==> src/rtl/rt3_pkg.sv <==
package rt3_pkg;
   // Word indices of the shared registers
   localparam int W_OUTCTL  = 0;
   localparam int W_START   = 1;
   localparam int W_CH_BASE = 2;
   localparam int W_PER_CH  = 3;
   localparam int W_CAPTURE = 11;

   // Field positions in a channel control register
   localparam int B_ENABLE = 5;
   localparam int B_FLAG   = 8;
   localparam int B_ICF    = 9;

   // Write mask of a channel control register
   function automatic logic [15:0] ctl_mask(input int ch);
      return (ch == 2) ? 16'h03FF : 16'h013F;
   endfunction
endpackage

==> src/rtl/rt3_prescaler.sv <==
module rt3_prescaler #(
   parameter int NCODES = 5
) (
   input  logic              clk,
   input  logic              rst_n,
   output logic [NCODES-1:0] tick
);
   localparam int PS_W = 2 * NCODES;

   logic [PS_W-1:0] ps_q;

   always_ff @(posedge clk or negedge rst_n) begin
      if (!rst_n) ps_q <= '0;
      else        ps_q <= ps_q + 1'b1;
   end

   // Tap k fires once every 4 << 2k cycles
   for (genvar k = 0; k < NCODES; k++) begin : g_tap
      assign tick[k] = &ps_q[2*k+1:0];
      if (k > 0) begin : g_nest
         // a slower tap only fires together with every faster one
         p_taps_nested_r3: assert property (@(posedge clk) disable iff (!rst_n)
            tick[k] |-> tick[k-1]);
      end
   end
endmodule

==> src/rtl/rt3_channel.sv <==
module rt3_channel #(
   parameter int          CNT_W   = 32,
   parameter int          NCODES  = 5,
   parameter logic [15:0] WMASK   = 16'h013F,
   parameter bit          HAS_ICF = 1'b0
) (
   input  logic              clk,
   input  logic              rst_n,
   input  logic              run,
   input  logic [NCODES-1:0] tick_vec,
   input  logic              wr_cor,
   input  logic              wr_cnt,
   input  logic              wr_ctl,
   input  logic [31:0]       wdata,
   output logic [CNT_W-1:0]  cor_q,
   output logic [CNT_W-1:0]  cnt_q,
   output logic [15:0]       ctl_q,
   output logic              irq
);
   import rt3_pkg::*;

   logic [7:0] lo_q;
   logic       flag_q;
   logic       icf;
   logic [7:0] tv;
   logic       tick;
   logic       step;
   logic       uflow;

   // Codes beyond the prescaler taps select a zero tick
   assign tv    = 8'(tick_vec);
   assign tick  = tv[lo_q[2:0]];
   assign step  = run & tick;
   assign uflow = step & (cnt_q == '0);

   always_ff @(posedge clk or negedge rst_n) begin
      if (!rst_n) begin
         cnt_q <= '1;
         cor_q <= '1;
      end else begin
         if (wr_cor) cor_q <= wdata[CNT_W-1:0];
         if (wr_cnt)     cnt_q <= wdata[CNT_W-1:0];
         else if (uflow) cnt_q <= cor_q;
         else if (step)  cnt_q <= cnt_q - 1'b1;
      end
   end

   always_ff @(posedge clk or negedge rst_n) begin
      if (!rst_n) begin
         lo_q   <= '0;
         flag_q <= 1'b0;
      end else begin
         if (wr_ctl) lo_q <= wdata[7:0] & WMASK[7:0];
         if (uflow)                           flag_q <= 1'b1;
         else if (wr_ctl && !wdata[B_FLAG])   flag_q <= 1'b0;
      end
   end

   if (HAS_ICF) begin : g_icf
      logic icf_q;
      // Capture is out of scope: only software clear acts on this flag
      always_ff @(posedge clk or negedge rst_n) begin
         if (!rst_n)      icf_q <= 1'b0;
         else if (wr_ctl) icf_q <= icf_q & wdata[B_ICF];
      end
      assign icf = icf_q;
   end else begin : g_no_icf
      assign icf = 1'b0;
   end

   assign ctl_q = {6'b0, icf, flag_q, lo_q};
   assign irq   = flag_q & lo_q[B_ENABLE];

   // underflow reloads from the constant and sets the flag
   p_reload_on_underflow_r6: assert property (@(posedge clk) disable iff (!rst_n)
      (run && tick && cnt_q == '0 && !wr_cnt && !wr_cor) |=> (cnt_q == $past(cor_q) && ctl_q[B_FLAG]));
   // a stopped channel holds its count
   p_hold_when_stopped_r5: assert property (@(posedge clk) disable iff (!rst_n)
      (!run && !wr_cnt) |=> $stable(cnt_q));
   // codes without a prescaler tap hold the count
   p_hold_on_idle_code_r4: assert property (@(posedge clk) disable iff (!rst_n)
      (int'(lo_q[2:0]) >= NCODES && !wr_cnt) |=> $stable(cnt_q));
   // software never sets the flag
   p_no_soft_set_r8: assert property (@(posedge clk) disable iff (!rst_n)
      (!ctl_q[B_FLAG] && !(run && tick && cnt_q == '0)) |=> !ctl_q[B_FLAG]);
   // clearing the flag drops the interrupt at the next edge
   p_irq_drop_r8: assert property (@(posedge clk) disable iff (!rst_n)
      (wr_ctl && !wdata[B_FLAG] && !(run && tick && cnt_q == '0)) |=> !irq);
endmodule

==> src/rtl/reload_timer3.sv <==
module reload_timer3 #(
   parameter int NUM_CH = 3,
   parameter int CNT_W  = 32,
   parameter int NCODES = 5,
   parameter int ADDR_W = 6
) (
   input  logic              clk,
   input  logic              rst_n,
   input  logic              bus_wr,
   input  logic [ADDR_W-1:0] bus_addr,
   input  logic [31:0]       bus_wdata,
   output logic [31:0]       bus_rdata,
   output logic [NUM_CH-1:0] irq
);
   import rt3_pkg::*;

   localparam int WORD_W = ADDR_W - 2;

   if (NUM_CH < 1 || NUM_CH > 3) begin : g_bad_ch
      $error("reload_timer3: NUM_CH must be 1 to 3");
   end
   if (CNT_W < 16 || CNT_W > 32) begin : g_bad_w
      $error("reload_timer3: CNT_W must be 16 to 32");
   end
   if (NCODES < 1 || NCODES > 8) begin : g_bad_codes
      $error("reload_timer3: NCODES must be 1 to 8");
   end
   if (ADDR_W < 6) begin : g_bad_addr
      $error("reload_timer3: ADDR_W must cover the map");
   end

   logic [WORD_W-1:0] word;
   logic              aligned;
   logic              outctl_q;
   logic [NUM_CH-1:0] start_q;
   logic [NCODES-1:0] tick;
   logic [CNT_W-1:0]  cor_a [NUM_CH];
   logic [CNT_W-1:0]  cnt_a [NUM_CH];
   logic [15:0]       ctl_a [NUM_CH];

   assign word    = bus_addr[ADDR_W-1:2];
   assign aligned = (bus_addr[1:0] == 2'b00);

   always_ff @(posedge clk or negedge rst_n) begin
      if (!rst_n) begin
         outctl_q <= 1'b0;
         start_q  <= '0;
      end else if (bus_wr && aligned) begin
         if (int'(word) == W_OUTCTL) outctl_q <= bus_wdata[0];
         if (int'(word) == W_START)  start_q  <= bus_wdata[NUM_CH-1:0];
      end
   end

   rt3_prescaler #(.NCODES(NCODES)) u_psc (
      .clk   (clk),
      .rst_n (rst_n),
      .tick  (tick)
   );

   for (genvar c = 0; c < NUM_CH; c++) begin : g_ch
      localparam int BASE = W_CH_BASE + W_PER_CH * c;
      logic sel_cor, sel_cnt, sel_ctl;
      assign sel_cor = bus_wr && aligned && int'(word) == BASE;
      assign sel_cnt = bus_wr && aligned && int'(word) == BASE + 1;
      assign sel_ctl = bus_wr && aligned && int'(word) == BASE + 2;

      rt3_channel #(
         .CNT_W   (CNT_W),
         .NCODES  (NCODES),
         .WMASK   (ctl_mask(c)),
         .HAS_ICF (c == 2)
      ) u_ch (
         .clk      (clk),
         .rst_n    (rst_n),
         .run      (start_q[c]),
         .tick_vec (tick),
         .wr_cor   (sel_cor),
         .wr_cnt   (sel_cnt),
         .wr_ctl   (sel_ctl),
         .wdata    (bus_wdata),
         .cor_q    (cor_a[c]),
         .cnt_q    (cnt_a[c]),
         .ctl_q    (ctl_a[c]),
         .irq      (irq[c])
      );
   end

   always_comb begin
      bus_rdata = '0;
      if (aligned) begin
         if (int'(word) == W_OUTCTL) bus_rdata = {31'b0, outctl_q};
         if (int'(word) == W_START)  bus_rdata = 32'(start_q);
         for (int c = 0; c < NUM_CH; c++) begin
            if (int'(word) == W_CH_BASE + W_PER_CH * c)     bus_rdata = 32'(cor_a[c]);
            if (int'(word) == W_CH_BASE + W_PER_CH * c + 1) bus_rdata = 32'(cnt_a[c]);
            if (int'(word) == W_CH_BASE + W_PER_CH * c + 2) bus_rdata = 32'(ctl_a[c]);
         end
      end
   end

   // the capture word always reads zero
   p_capture_zero_r10: assert property (@(posedge clk) disable iff (!rst_n)
      (bus_addr == ADDR_W'(4 * W_CAPTURE)) |-> (bus_rdata == '0));
   // the start register only changes through a write
   p_start_by_write_r2: assert property (@(posedge clk) disable iff (!rst_n)
      !(bus_wr && aligned && int'(word) == W_START) |=> $stable(start_q));
endmodule

==> config.mk <==
export PLATFORM = sky130hd
export DESIGN_NAME = reload_timer3
export DESIGN_NICKNAME = d
export VERILOG_FILES = /design/src/rtl/rt3_pkg.sv /design/src/rtl/rt3_prescaler.sv /design/src/rtl/rt3_channel.sv /design/src/rtl/reload_timer3.sv
export SDC_FILE = /design/constraint.sdc
export NUM_CORES = 1
export LEC_CHECK = 0
export ABC_AREA = 0
export BUFFER_PORTS_ARGS = -buffer_cell sky130_fd_sc_hd__buf_4
export CORE_MARGIN = 10
export CORE_UTILIZATION = 50
export DETAILED_ROUTE_END_ITERATION = 12
export GPL_TIMING_DRIVEN = 0
export HOLD_SLACK_MARGIN = 0.08
export PLACE_DENSITY_LB_ADDON = 0.08
export SLEW_MARGIN = 20
export SYNTH_ARGS = -nofsm -noshare
export SYNTH_HDL_FRONTEND = slang
export SYNTH_HIERARCHICAL = 1
export SYNTH_SLANG_ARGS = --single-unit
==> constraint.sdc <==
create_clock -name clk -period 9.41 [get_ports clk]
set_input_delay 2.823 -clock clk [delete_from_list [all_inputs] [get_ports clk]]
set_output_delay 2.823 -clock clk [all_outputs]
set_load 0.005 [all_outputs]
* Word level (Yosys, flattened, before mapping)
Index checks and enable logic that the tools add are counted.
Storage, ports and cells: output and inout port bits 35, input bits 41, logic and storage cells 108, register bits 230
Operators by class: bitwise operators 10, $add $sub $neg 4, equal/unequal tests 10, $lt $le $gt $ge 3, reduce and logical (&&, ||, !) cells 32, multiplexer cells 33
Operators by type and width (number):
- $mux W32 | 20
- $logic_not A32 Y1 | 3
- $sub A32 B1 Y32 const B | 3
- $eq A4 B4 Y1 const B | 7
- $logic_and A1 B1 Y1 | 13
- $lt A3 B4 Y1 const B | 3
- $add A10 B1 Y10 const B | 1
- $and A1 B1 Y1 | 10
- $mux W1 | 10
- $reduce_and A10 Y1 | 1
- $bmux W1 S3 | 3
- $reduce_bool A3 Y1 | 3
- $eq A4 B3 Y1 const B | 2
- $reduce_and A8 Y1 | 1
- $reduce_and A2 Y1 | 3
- $reduce_and A6 Y1 | 1
- $reduce_bool A2 Y1 | 3
- $eq A4 B2 Y1 const B | 1
- $logic_not A4 Y1 | 1
- $reduce_and A4 Y1 | 1
- $logic_not A2 Y1 | 1
- $logic_not A1 Y1 | 1

* Logic depth before layout (Yosys ltp)
Gate-level depths: netlist of run 1.
depth after elaboration 13, gate-level depth with buffers 11, depth with buffers taken out 8

* Modules after synthesis
Netlist of run 1, hierarchy kept.
By module, submodules not included:
- rt3_channel (g_ch[0].u_ch ...) | seq. area each 1856.8 µm², area an instance 4107.7 µm², cells an instance 402, times used 2
- rt3_channel (g_ch[2].u_ch) | seq. area each 1931.9 µm², area an instance 4070.2 µm², cells an instance 384, times used 1
- reload_timer3 | seq. area each 100.1 µm², area an instance 2392.3 µm², cells an instance 333, times used 1
- rt3_prescaler | seq. area each 250.2 µm², area an instance 422.9 µm², cells an instance 33, times used 1

* Least setup slack after synthesis of run 1
OpenSTA, ideal clock, no wires.
path kind input to output, start point input bus_addr[5], end point output bus_rdata[2], path slack 2.494 ns, required time 6.587 ns, stages 6, path buffers 1, data arrival time 4.093 ns, cell sequence buf_2 -> or4b_4 -> o21a_1 -> and4_4 -> o31a_1 -> a21oi_2
On the way: cells in the longest elaborated chain, start to end 12, elaborated cells on any way between the ends 21, classes of those cells eq/ne (10); mux (11)
RTL lines:
- start: declaration | RTL line reload_timer3.sv:10 | input logic [ADDR_W-1:0] bus_addr,
- $eq A4 B2 Y1 | RTL line reload_timer3.sv:92 | if (int'(word) == W_START) bus_rdata = 32'(start_q);
- $mux W32 | RTL line reload_timer3.sv:92
- $mux W32 | RTL line reload_timer3.sv:94 | if (int'(word) == W_CH_BASE + W_PER_CH * c) bus_rdata = 32'(cor_a[c]);
- $mux W32 | RTL line reload_timer3.sv:95 | if (int'(word) == W_CH_BASE + W_PER_CH * c + 1) bus_rdata = 32'(cnt_a[c]);
- $mux W32 | RTL line reload_timer3.sv:96 | if (int'(word) == W_CH_BASE + W_PER_CH * c + 2) bus_rdata = 32'(ctl_a[c]);
- $mux W32 | RTL line reload_timer3.sv:94
- $mux W32 | RTL line reload_timer3.sv:95
- $mux W32 | RTL line reload_timer3.sv:96
- $mux W32 | RTL line reload_timer3.sv:94
- $mux W32 | RTL line reload_timer3.sv:95
- $mux W32 * | RTL line reload_timer3.sv:96
- $mux W32 * | RTL line reload_timer3.sv:90 | if (aligned) begin
- end: declaration | RTL line reload_timer3.sv:12 | output logic [31:0] bus_rdata,
Every way passes the cells marked *; elsewhere a longest branch is shown, timed or not.

* Worst setup path after layout of run 1
start point input bus_addr[2], end point output bus_rdata[26]
On the way: cells in the longest elaborated chain, start to end 11, elaborated cells on any way between the ends 19, classes of those cells eq/ne (9); mux (10)
RTL lines (RTL line):
- $eq A4 B3 Y1 | reload_timer3.sv:94
- $mux W32 | reload_timer3.sv:94
- $mux W32 | reload_timer3.sv:95
- $mux W32 | reload_timer3.sv:96
- $mux W32 | reload_timer3.sv:94
- $mux W32 | reload_timer3.sv:95
- $mux W32 | reload_timer3.sv:96
- $mux W32 | reload_timer3.sv:94
- $mux W32 | reload_timer3.sv:95
- $mux W32 * | reload_timer3.sv:96
- $mux W32 * | reload_timer3.sv:90
Marked as above.

==> results.txt, run 1 <==
----------------------------------------------------
[Drt]
  Number of vias in the routed layout ... 14006
  Detailed-route wire length ... 57090 um
  Mean routed wirelength per cell ... about 27 um
  Avg Vias per Cell ... 6.685
  Detailed router's first-iteration violation count ... 1690
  Count of nets left with antenna violations after detail routing ... 0
  DRC violation count after routing ... 0
  Number of search-and-repair iterations in the first detailed-routing pass ... 6

[Synthesis]
  Compound-gate portion of the synthesized area ... 18.54%
  Adder-cell share of the synthesized area ... 0.3314%
  Post-Synth XOR/XNOR Area ... 3.712%
  Ys async rst share ... 100.0%
  Post-synthesis cell area ... 0.01510 sq mm
  Instance count of the mapped netlist ... roughly 1600
  Number of enable-type register cells in the synthesized netlist ... 0
  Basic-gate share of the synthesized area counting and, or, nand and nor cells ... 17.94%
  FF+latch count, synth ... 230
  Top flip-flop cell by instance count after synthesis ... sky130_fd_sc_hd__dfstp_2
  Number of distinct library cell variants in the gate-level netlist after synthesis ... between 70 and 80
  Post-Synthesis Mean Instance Area ... 9.717 sq um
  Share of synthesized area occupied by flip-flops and latches ... 39.71%
  Fraction of synthesized area in multiplexers ... approximately 14%
  Main combinational cell family by area after synthesis ... compound AO/OA/AOI/OAI gates
  Number of warnings issued by yosys ... 6

[Critical path]
  Arr. time, crit path ... 5.31 ns
  Critical path capture point type ... primary output
  Critical Path Fanout Max ... 10
  Startpoint-to-endpoint class of the critical path ... in2out
  Worst setup SP type ... input pin
  Required time at the endpoint of the critical path ... roughly 6.6 ns

[Global route]
  Number of global-route vias before repair ... 13423
  Pin count of the biggest net entering global routing ... 83
  All-Layer GR Usage ... between 20% and 30%
  GRT overflow ... 0
  Antenna violations before repair ... 0
  First-pass GRT wire length ... 85990 um

[Clock tree]
  Skew-Pair Late Insertion Delay ... about 0.57 ns
  TritonCTS Sinks ... 230
  Root buffer selected by CTS ... sky130_fd_sc_hd__clkbuf_16
  Longest Clk Path Bufs ... 3
  Post-CTS setup repair buffer count ... 0
  TritonCTS clock tree ... built
  CTS clock-pin slew for the worst setup and hold paths ... 0.06 ns
  H-Tree Level Count ... 1
  Quantity of gates resized following cts ... 0
  Number of buffers created by CTS ... 29
  Number of hold buffers added after CTS ... 0

[STA]
  Maximum clock frequency ... 0.1230 GHz
  Total count of hold-check failures in the final report ... 0
  Worst slew margin ... 25.67%
  Final worst clock skew ... 0.02387 ns
  Slew at the pin closest to its max-slew limit ... approximately 1.1 ns
  Max Transition Viols Final ... 0
  Final worst path period share ... between 80% and 90%
  Fin crit period ... 8.131 ns
  TNS Setup ... 0 ns
  RSZ-0062 raised after global routing ... false
  Total setup violations reported at the end of the flow ... 0

[Die]
  Number of top-level pins ... between 70 and 80
  Vertical extent of the die ... 193.8 um
  Rows ... 63
  Core ar. ... 0.02972 sq mm
  Initial cell density of the core ... 50.81%
  Die area ... 0.03755 sq mm
  Die Width ... 193.8 um

[Pwr]
  Leakage ... 6.567 nW
  Power density cells ... around 230 mW/mm^2
  Worst-case vdd ir drop ... about 240 uV

[Min path]
  Worst Hold Class ... reg2reg

[Cells and area]
  Syn-to-layout area delta ... 15.10%
  NumNets Final ... between 1500 and 2000
  Count of inserted antenna diode cells ... 0
  FILL cells ... 2648
  Post-route insts no fill ... between 2000 and 2500
  Proportion of layout cells with a drive suffix above 1 ... approximately 32%

[Place]
  Final HPWL from detailed placement ... 41690 um
  Number of cells after detailed placement ... 2041
  Port buffer count ... 74
  Routability Congestion ... 0.9689

[Run status]
  Status ... finished clean

[Flow run]
  Max-Cap Viols ... 0

----------------------------------------------------
-- sequential cells by signal (all words and copies together), names as in the netlist --
signal / count
start_q: 3
outctl_q: 1
g_ch.u_ch/lo_q: 20
u_psc/ps_q: 10
g_ch.u_ch/flag_q: 3
g_ch.u_ch/g_icf.icf_q: 1
g_ch.u_ch/cnt_q: 96
g_ch.u_ch/cor_q: 96
-- synthesized netlist by cell type (20+ instances only) --
cell type	n	share of area (%)
sky130_fd_sc_hd__mux2i_1	51	3.4
sky130_fd_sc_hd__buf_4	32	1.6
sky130_fd_sc_hd__a31oi_1	22	0.91
sky130_fd_sc_hd__xnor2_1	50	2.9
sky130_fd_sc_hd__inv_1	23	0.57
sky130_fd_sc_hd__nor2_1	87	2.2
sky130_fd_sc_hd__nand3_1	33	1.1
sky130_fd_sc_hd__nand2_1	132	3.3
sky130_fd_sc_hd__o211ai_1	35	1.7
sky130_fd_sc_hd__nor3_1	56	1.9
sky130_fd_sc_hd__o21ai_0	31	1.0
sky130_fd_sc_hd__o31ai_1	21	1.0
sky130_fd_sc_hd__mux2_2	143	11
sky130_fd_sc_hd__clkbuf_1	69	1.7
sky130_fd_sc_hd__or3_1	20	0.83
sky130_fd_sc_hd__nor4_1	37	1.5
sky130_fd_sc_hd__a22oi_1	26	1.3
sky130_fd_sc_hd__dfstp_2	192	33
sky130_fd_sc_hd__nor2b_1	20	0.83
sky130_fd_sc_hd__a21oi_1	51	1.7
sky130_fd_sc_hd__o221ai_1	49	2.8
sky130_fd_sc_hd__dfrtp_1	38	6.3
-- report_power, final --
group          switching, W  total [W]  internal (W)
combinational      0.000487   0.000952      0.000465
clock              0.000461    0.00126      0.000796
sequential         0.000360    0.00174       0.00138
total               0.00131    0.00395       0.00264
-- cells by family (layout without fill, tap and decap cells) --
logic type,after synthesis,in the layout
buffers and inverters,167,297
AO/OA/AOI/OAI,383,383
XOR/XNOR,64,64
flip-flops,230,230
other,3,24
multiplexers,194,194
AND/OR/NAND/NOR,509,509
adder cells (fa/ha/maj),4,4
-- stage by stage --
step | instance area [sq um] | worst slack [ns] | util, % | total power (W) | hold slack (ns)
after global placement | 16220 | 1.359 | 54.59 | 0.002633 | 0.4556
after CTS | 17370 | 1.319 | 58.46 | 0.003932 | 0.4732
after floorplan | 15180 | 2.494 | - | 0.002304 | 0.4384
final | 17380 | 1.279 | 58.49 | 0.003950 | 0.4683
after global routing | 17380 | 1.156 | 58.49 | 0.004126 | 0.4802
after detailed placement | 16300 | 1.318 | 54.84 | 0.002662 | 0.4588
-- final timing paths --
path                               startpoint                    end  slack, ns  cells after the start
min in group asynchronous               rst_n          u_psc/ps_q[4]       2.27                      1
worst min register to register  u_psc/ps_q[9]          u_psc/ps_q[9]       0.47                      1
worst max-delay path              bus_addr[2]          bus_rdata[26]       1.28                      9
max in group asynchronous               rst_n  g_ch[2].u_ch/cnt_q[6]       5.94                      3
worst min-delay path            u_psc/ps_q[9]          u_psc/ps_q[9]       0.47                      1
worst max register to register  u_psc/ps_q[0]  g_ch[0].u_ch/cnt_q[2]       5.71                      9
-- critical path, cell delays in order --
cell	delay (ns)
sky130_fd_sc_hd__buf_4	0.12
sky130_fd_sc_hd__buf_6	0.14
sky130_fd_sc_hd__clkinv_1	0.22
sky130_fd_sc_hd__nand2_1	0.34
sky130_fd_sc_hd__nor2_1	0.72
sky130_fd_sc_hd__buf_2	0.36
sky130_fd_sc_hd__a22oi_1	0.13
sky130_fd_sc_hd__a21oi_1	0.26
sky130_fd_sc_hd__buf_4	0.17
-- placed cells by master, fill, tap and decap left out, types with 17 or more instances in the layout --
master	count
sky130_fd_sc_hd__buf_2	19
sky130_fd_sc_hd__a22oi_1	26
sky130_fd_sc_hd__mux2_2	143
sky130_fd_sc_hd__dfstp_2	192
sky130_fd_sc_hd__nand3_1	33
sky130_fd_sc_hd__mux2i_1	51
sky130_fd_sc_hd__o221ai_1	49
sky130_fd_sc_hd__dfrtp_1	38
sky130_fd_sc_hd__o211ai_1	35
sky130_fd_sc_hd__a21oi_1	51
sky130_fd_sc_hd__or3_1	20
sky130_fd_sc_hd__o21ai_0	31
sky130_fd_sc_hd__inv_1	23
sky130_fd_sc_hd__and2_1	17
sky130_fd_sc_hd__nand2_1	132
sky130_fd_sc_hd__clkbuf_1	74
sky130_fd_sc_hd__xnor2_1	50
sky130_fd_sc_hd__buf_4	105
sky130_fd_sc_hd__nor4_1	36
sky130_fd_sc_hd__o31ai_1	21
sky130_fd_sc_hd__or4_1	17
sky130_fd_sc_hd__a31oi_1	22
sky130_fd_sc_hd__conb_1	24
sky130_fd_sc_hd__nor3_1	55
sky130_fd_sc_hd__clkbuf_16	29
sky130_fd_sc_hd__nor2b_1	20
sky130_fd_sc_hd__nor2_1	87
-- metal layers --
metal  vias up  global-route usage, %  part of all wire, %
met4         0                  13.19                  4.9
met5         -                      0                    0
li1       6114                      -                    -
met2       760                  43.27                   44
met1      6988                  40.36                   44
met3       144                  4.322                  7.9
-- area by class of cell --
cell class / count / area [sq um] / area share, %
tap: 390 / 488.0 / 2.808
inverter: 26 / 97.59 / 0.5615
multi-input combinational: 1178 / 8349 / 48.04
buffer: 141 / 755.7 / 4.348
clock buffer: 39 / 813.3 / 4.679
timing repair buffer: 76 / 618.1 / 3.556
sequential: 230 / 5996 / 34.50
clock inverter: 15 / 262.8 / 1.512
(Power assumes the default switching activity.)
==> run 2, diff against run 1 <==
Settings changed: CELL_PAD_IN_SITES_DETAIL_PLACEMENT set to 0, CELL_PAD_IN_SITES_GLOBAL_PLACEMENT set to 2, CORE_UTILIZATION 50 to 44.
==> run 2 against run 1 <==
Critical path type unchanged. Critical endpoint is now bus_rdata[25]. Highest routed layer unchanged. Sequential share of layout area up 0.14 points. Clock skew decreased by 0.0015 ns. Critical path depth did not move. Final area decreased by 0.40%. Sequential power is essentially flat. Global-route usage down 1.2 points. First-iteration DRC count shrank 22%. Worst setup slack got worse by 0.068 ns.
==> results.txt, run 2 (synthesized netlist as in run 1, its figures left out) <==
----------------------------------------------------
[Critical path]
  Arr. time, crit path ... 5.38 ns (+0.07 ns)
  Critical Path Fanout Max ... 10 (unchanged)
  Reg2reg path depth ... 9 (unchanged)
  Crit-path slowest cell ... sky130_fd_sc_hd__nor2_1
  Worst setup SP type ... input pin
  Max stage delay on crit path ... 0.80 ns (+0.08 ns)
  Cell occurring most often along the worst timing path ... sky130_fd_sc_hd__buf_4
  Critical path capture point type ... primary output
  Required time at the endpoint of the critical path ... 6.59 ns (about the same)
  Start of the worst register-to-register path ... u_psc/ps_q[0]
  Startpoint-to-endpoint class of the critical path ... in2out
  Worst setup slack for register-to-register paths ... 5.65 ns (-0.06 ns)
  Critical register-to-register path endpoint ... g_ch[1].u_ch/cnt_q[29]
  Worst path cell trace ... buf_4 -> buf_6 -> clkinv_1 -> nand2_1 -> nor2_1 -> buf_2 -> a22oi_1 -> a21oi_1 -> buf_4

[Drt]
  Detailed-route wire length ... 59930 um (+5.0%)
  Avg Vias per Cell ... 6.466 (-3.3%)
  Number of search-and-repair iterations in the first detailed-routing pass ... 5 (-1)
  Count of nets left with antenna violations after detail routing ... 0 (unchanged)
  DRC violation count after routing ... 0 (unchanged)
  Detailed router's first-iteration violation count ... 1323 (-22%)
  Number of vias in the routed layout ... 13901 (-0.75%)
  Mean routed wirelength per cell ... 27.87 um (+2.3%)

[Min path]
  Worst Hold Class ... reg2reg
  Min-Delay Endpoint ... u_psc/ps_q[8]
  Instance count along the most critical hold path ... 1 (unchanged)
  Startpoint of the lowest-slack hold path ... u_psc/ps_q[8]

[Clock tree]
  Post-CTS setup repair buffer count ... 0 (unchanged)
  Root buffer selected by CTS ... sky130_fd_sc_hd__clkbuf_16
  TritonCTS Sinks ... 230 (unchanged)
  Longest Clk Path Bufs ... 3 (unchanged)
  Skew-Pair Late Insertion Delay ... 0.57 ns (about the same)
  TritonCTS clock tree ... built
  Number of buffers created by CTS ... 29 (unchanged)
  CTS clock-pin slew for the worst setup and hold paths ... 0.05 ns (about the same)
  Quantity of gates resized following cts ... 0 (unchanged)
  H-Tree Level Count ... 1 (unchanged)
  Number of hold buffers added after CTS ... 0 (unchanged)

[Global route]
  All-Layer GR Usage ... 27.72% (-1.2 points)
  Number of global-route vias before repair ... 13504 (+0.60%)
  Pin count of the biggest net entering global routing ... 88 (+6.0%)
  Antenna violations before repair ... 0 (unchanged)
  GRT overflow ... 0 (unchanged)
  First-pass GRT wire length ... 89000 um (+3.5%)

[Cells and area]
  Most frequent cells in the layout ... sky130_fd_sc_hd__dfstp_2 (192), sky130_fd_sc_hd__mux2_2 (143), sky130_fd_sc_hd__nand2_1 (132), sky130_fd_sc_hd__buf_4 (105), sky130_fd_sc_hd__nor2_1 (87)
  NumNets Final ... 1727 (unchanged)
  Registers with the highest flip-flop counts ... g_ch.u_ch/cnt_q: 96 flops, g_ch.u_ch/cor_q: 96 flops, g_ch.u_ch/lo_q: 20 flops
  Sequential standard cell area ... 0.005996 sq mm (unchanged)
  Commonest non-fill, non-tap cell in the layout ... sky130_fd_sc_hd__dfstp_2
  Count of inserted antenna diode cells ... 0 (unchanged)
  FILL cells ... 3231 (+22%)
  Proportion of layout cells with a drive suffix above 1 ... 32.31% (-0.18 points)
  Syn-to-layout area delta ... 14.64%
  Area used by multi-input combinational logic ... 0.008349 sq mm (unchanged)

[Die]
  Die Width ... 205.3 um (+5.9%)
  Number of top-level pins ... 76 (unchanged)
  Rows ... 67 (+6.3%)
  Core ar. ... 0.03370 sq mm (+13%)
  Vertical extent of the die ... 205.3 um (+5.9%)
  Die area ... 0.04213 sq mm (+12%)
  Initial cell density of the core ... 44.81% (-6.0 points)

[Place]
  Final HPWL from detailed placement ... 43400 um (+4.1%)
  Port buffer count ... 74 (unchanged)
  Routability Congestion ... 0.9487 (-2.1%)
  Minimum setup slack after placement ... 1.314 ns (-0.004000 ns)

[STA]
  RSZ-0062 raised after global routing ... false
  Total setup violations reported at the end of the flow ... 0 (unchanged)
  Worst hold slack ... 0.4734 ns (+0.005178 ns)
  Slew at the pin closest to its max-slew limit ... 1.077 ns (-0.02821 ns)
  TNS Setup ... 0 ns (unchanged)
  Max Transition Viols Final ... 0 (unchanged)
  Maximum clock frequency ... 0.1220 GHz (-0.83%)
  Total count of hold-check failures in the final report ... 0 (unchanged)
  Min setup slack post-route ... 1.210 ns (-0.06828 ns)
  Final worst clock skew ... 0.02234 ns (-0.001537 ns)
  Final worst path period share ... 87.14% (+0.73 points)
  Worst slew margin ... 27.56% (+1.9 points)
  Fin crit period ... 8.200 ns (+0.06828 ns)

[Pwr]
  Power density cells ... 219.6 mW/mm^2 (-3.4%)
  Leakage ... 6.497 nW (-1.1%)
  Worst-case vdd ir drop ... 147.3 uV (-38%)

[Run status]
  Status ... finished clean

[Flow run]
  Max-Cap Viols ... 0 (unchanged)

----------------------------------------------------
-- run 2: how the worst max path moves through the flow --
stage | startpoint | end | slack (ns)
floorplan | bus_addr[5] | bus_rdata[2] | 2.49
global placement | bus_addr[2] | bus_rdata[25] | 1.24
detailed placement | bus_addr[2] | bus_rdata[25] | 1.31
CTS | bus_addr[2] | bus_rdata[25] | 1.31
global route | bus_addr[2] | bus_rdata[26] | 1.19
finish | bus_addr[2] | bus_rdata[25] | 1.21
-- run 2: per-layer routing --
metal  GRT usage [%]  up-vias  wire length (um)
li1                -     6136                 -
met1           39.64     7046             27220
met2           42.55      614             26780
met3           3.428      105              3883
met4           9.136        0              2043
met5               0        -                 0
-- run 2: cell type report --
type / instances / share of cell area (%)
well taps: 448 / 3.238
repair buffers: 76 / 3.570
plain buffers: 141 / 4.365
multi-input cells: 1178 / 48.23
clock buffers: 43 / 4.958
flip-flops and latches: 230 / 34.63
clock inverters: 8 / 0.4409
inverters: 26 / 0.5637
-- run 2: critical path, delay by kind of cell --
family                 cells  cell delay [ns]
buffers and inverters      5             1.00
and+or+nand+nor            2             1.15
AOI/OAI and AO/OA          2             0.37
-- run 2: stage by stage --
stage / cell area, sq um / utilization [%] / total power, W / std cells
finish: 17310 / 51.37 / 0.003802 / 2150
global route: 17310 / 51.37 / 0.003986 / 2150
CTS: 17310 / 51.35 / 0.003791 / 2150
detailed placement: 16370 / 48.58 / 0.002671 / 2099
global placement: 16300 / 48.36 / 0.002648 / 2097
floorplan: 15180 / - / 0.002304 / 1575
-- run 2: power by group --
part | total [W] | internal (W) | switching (W)
Sequential | 0.00174 | 0.00138 | 0.000360
Combinational | 0.000957 | 0.000464 | 0.000492
Clock | 0.00111 | 0.000652 | 0.000453
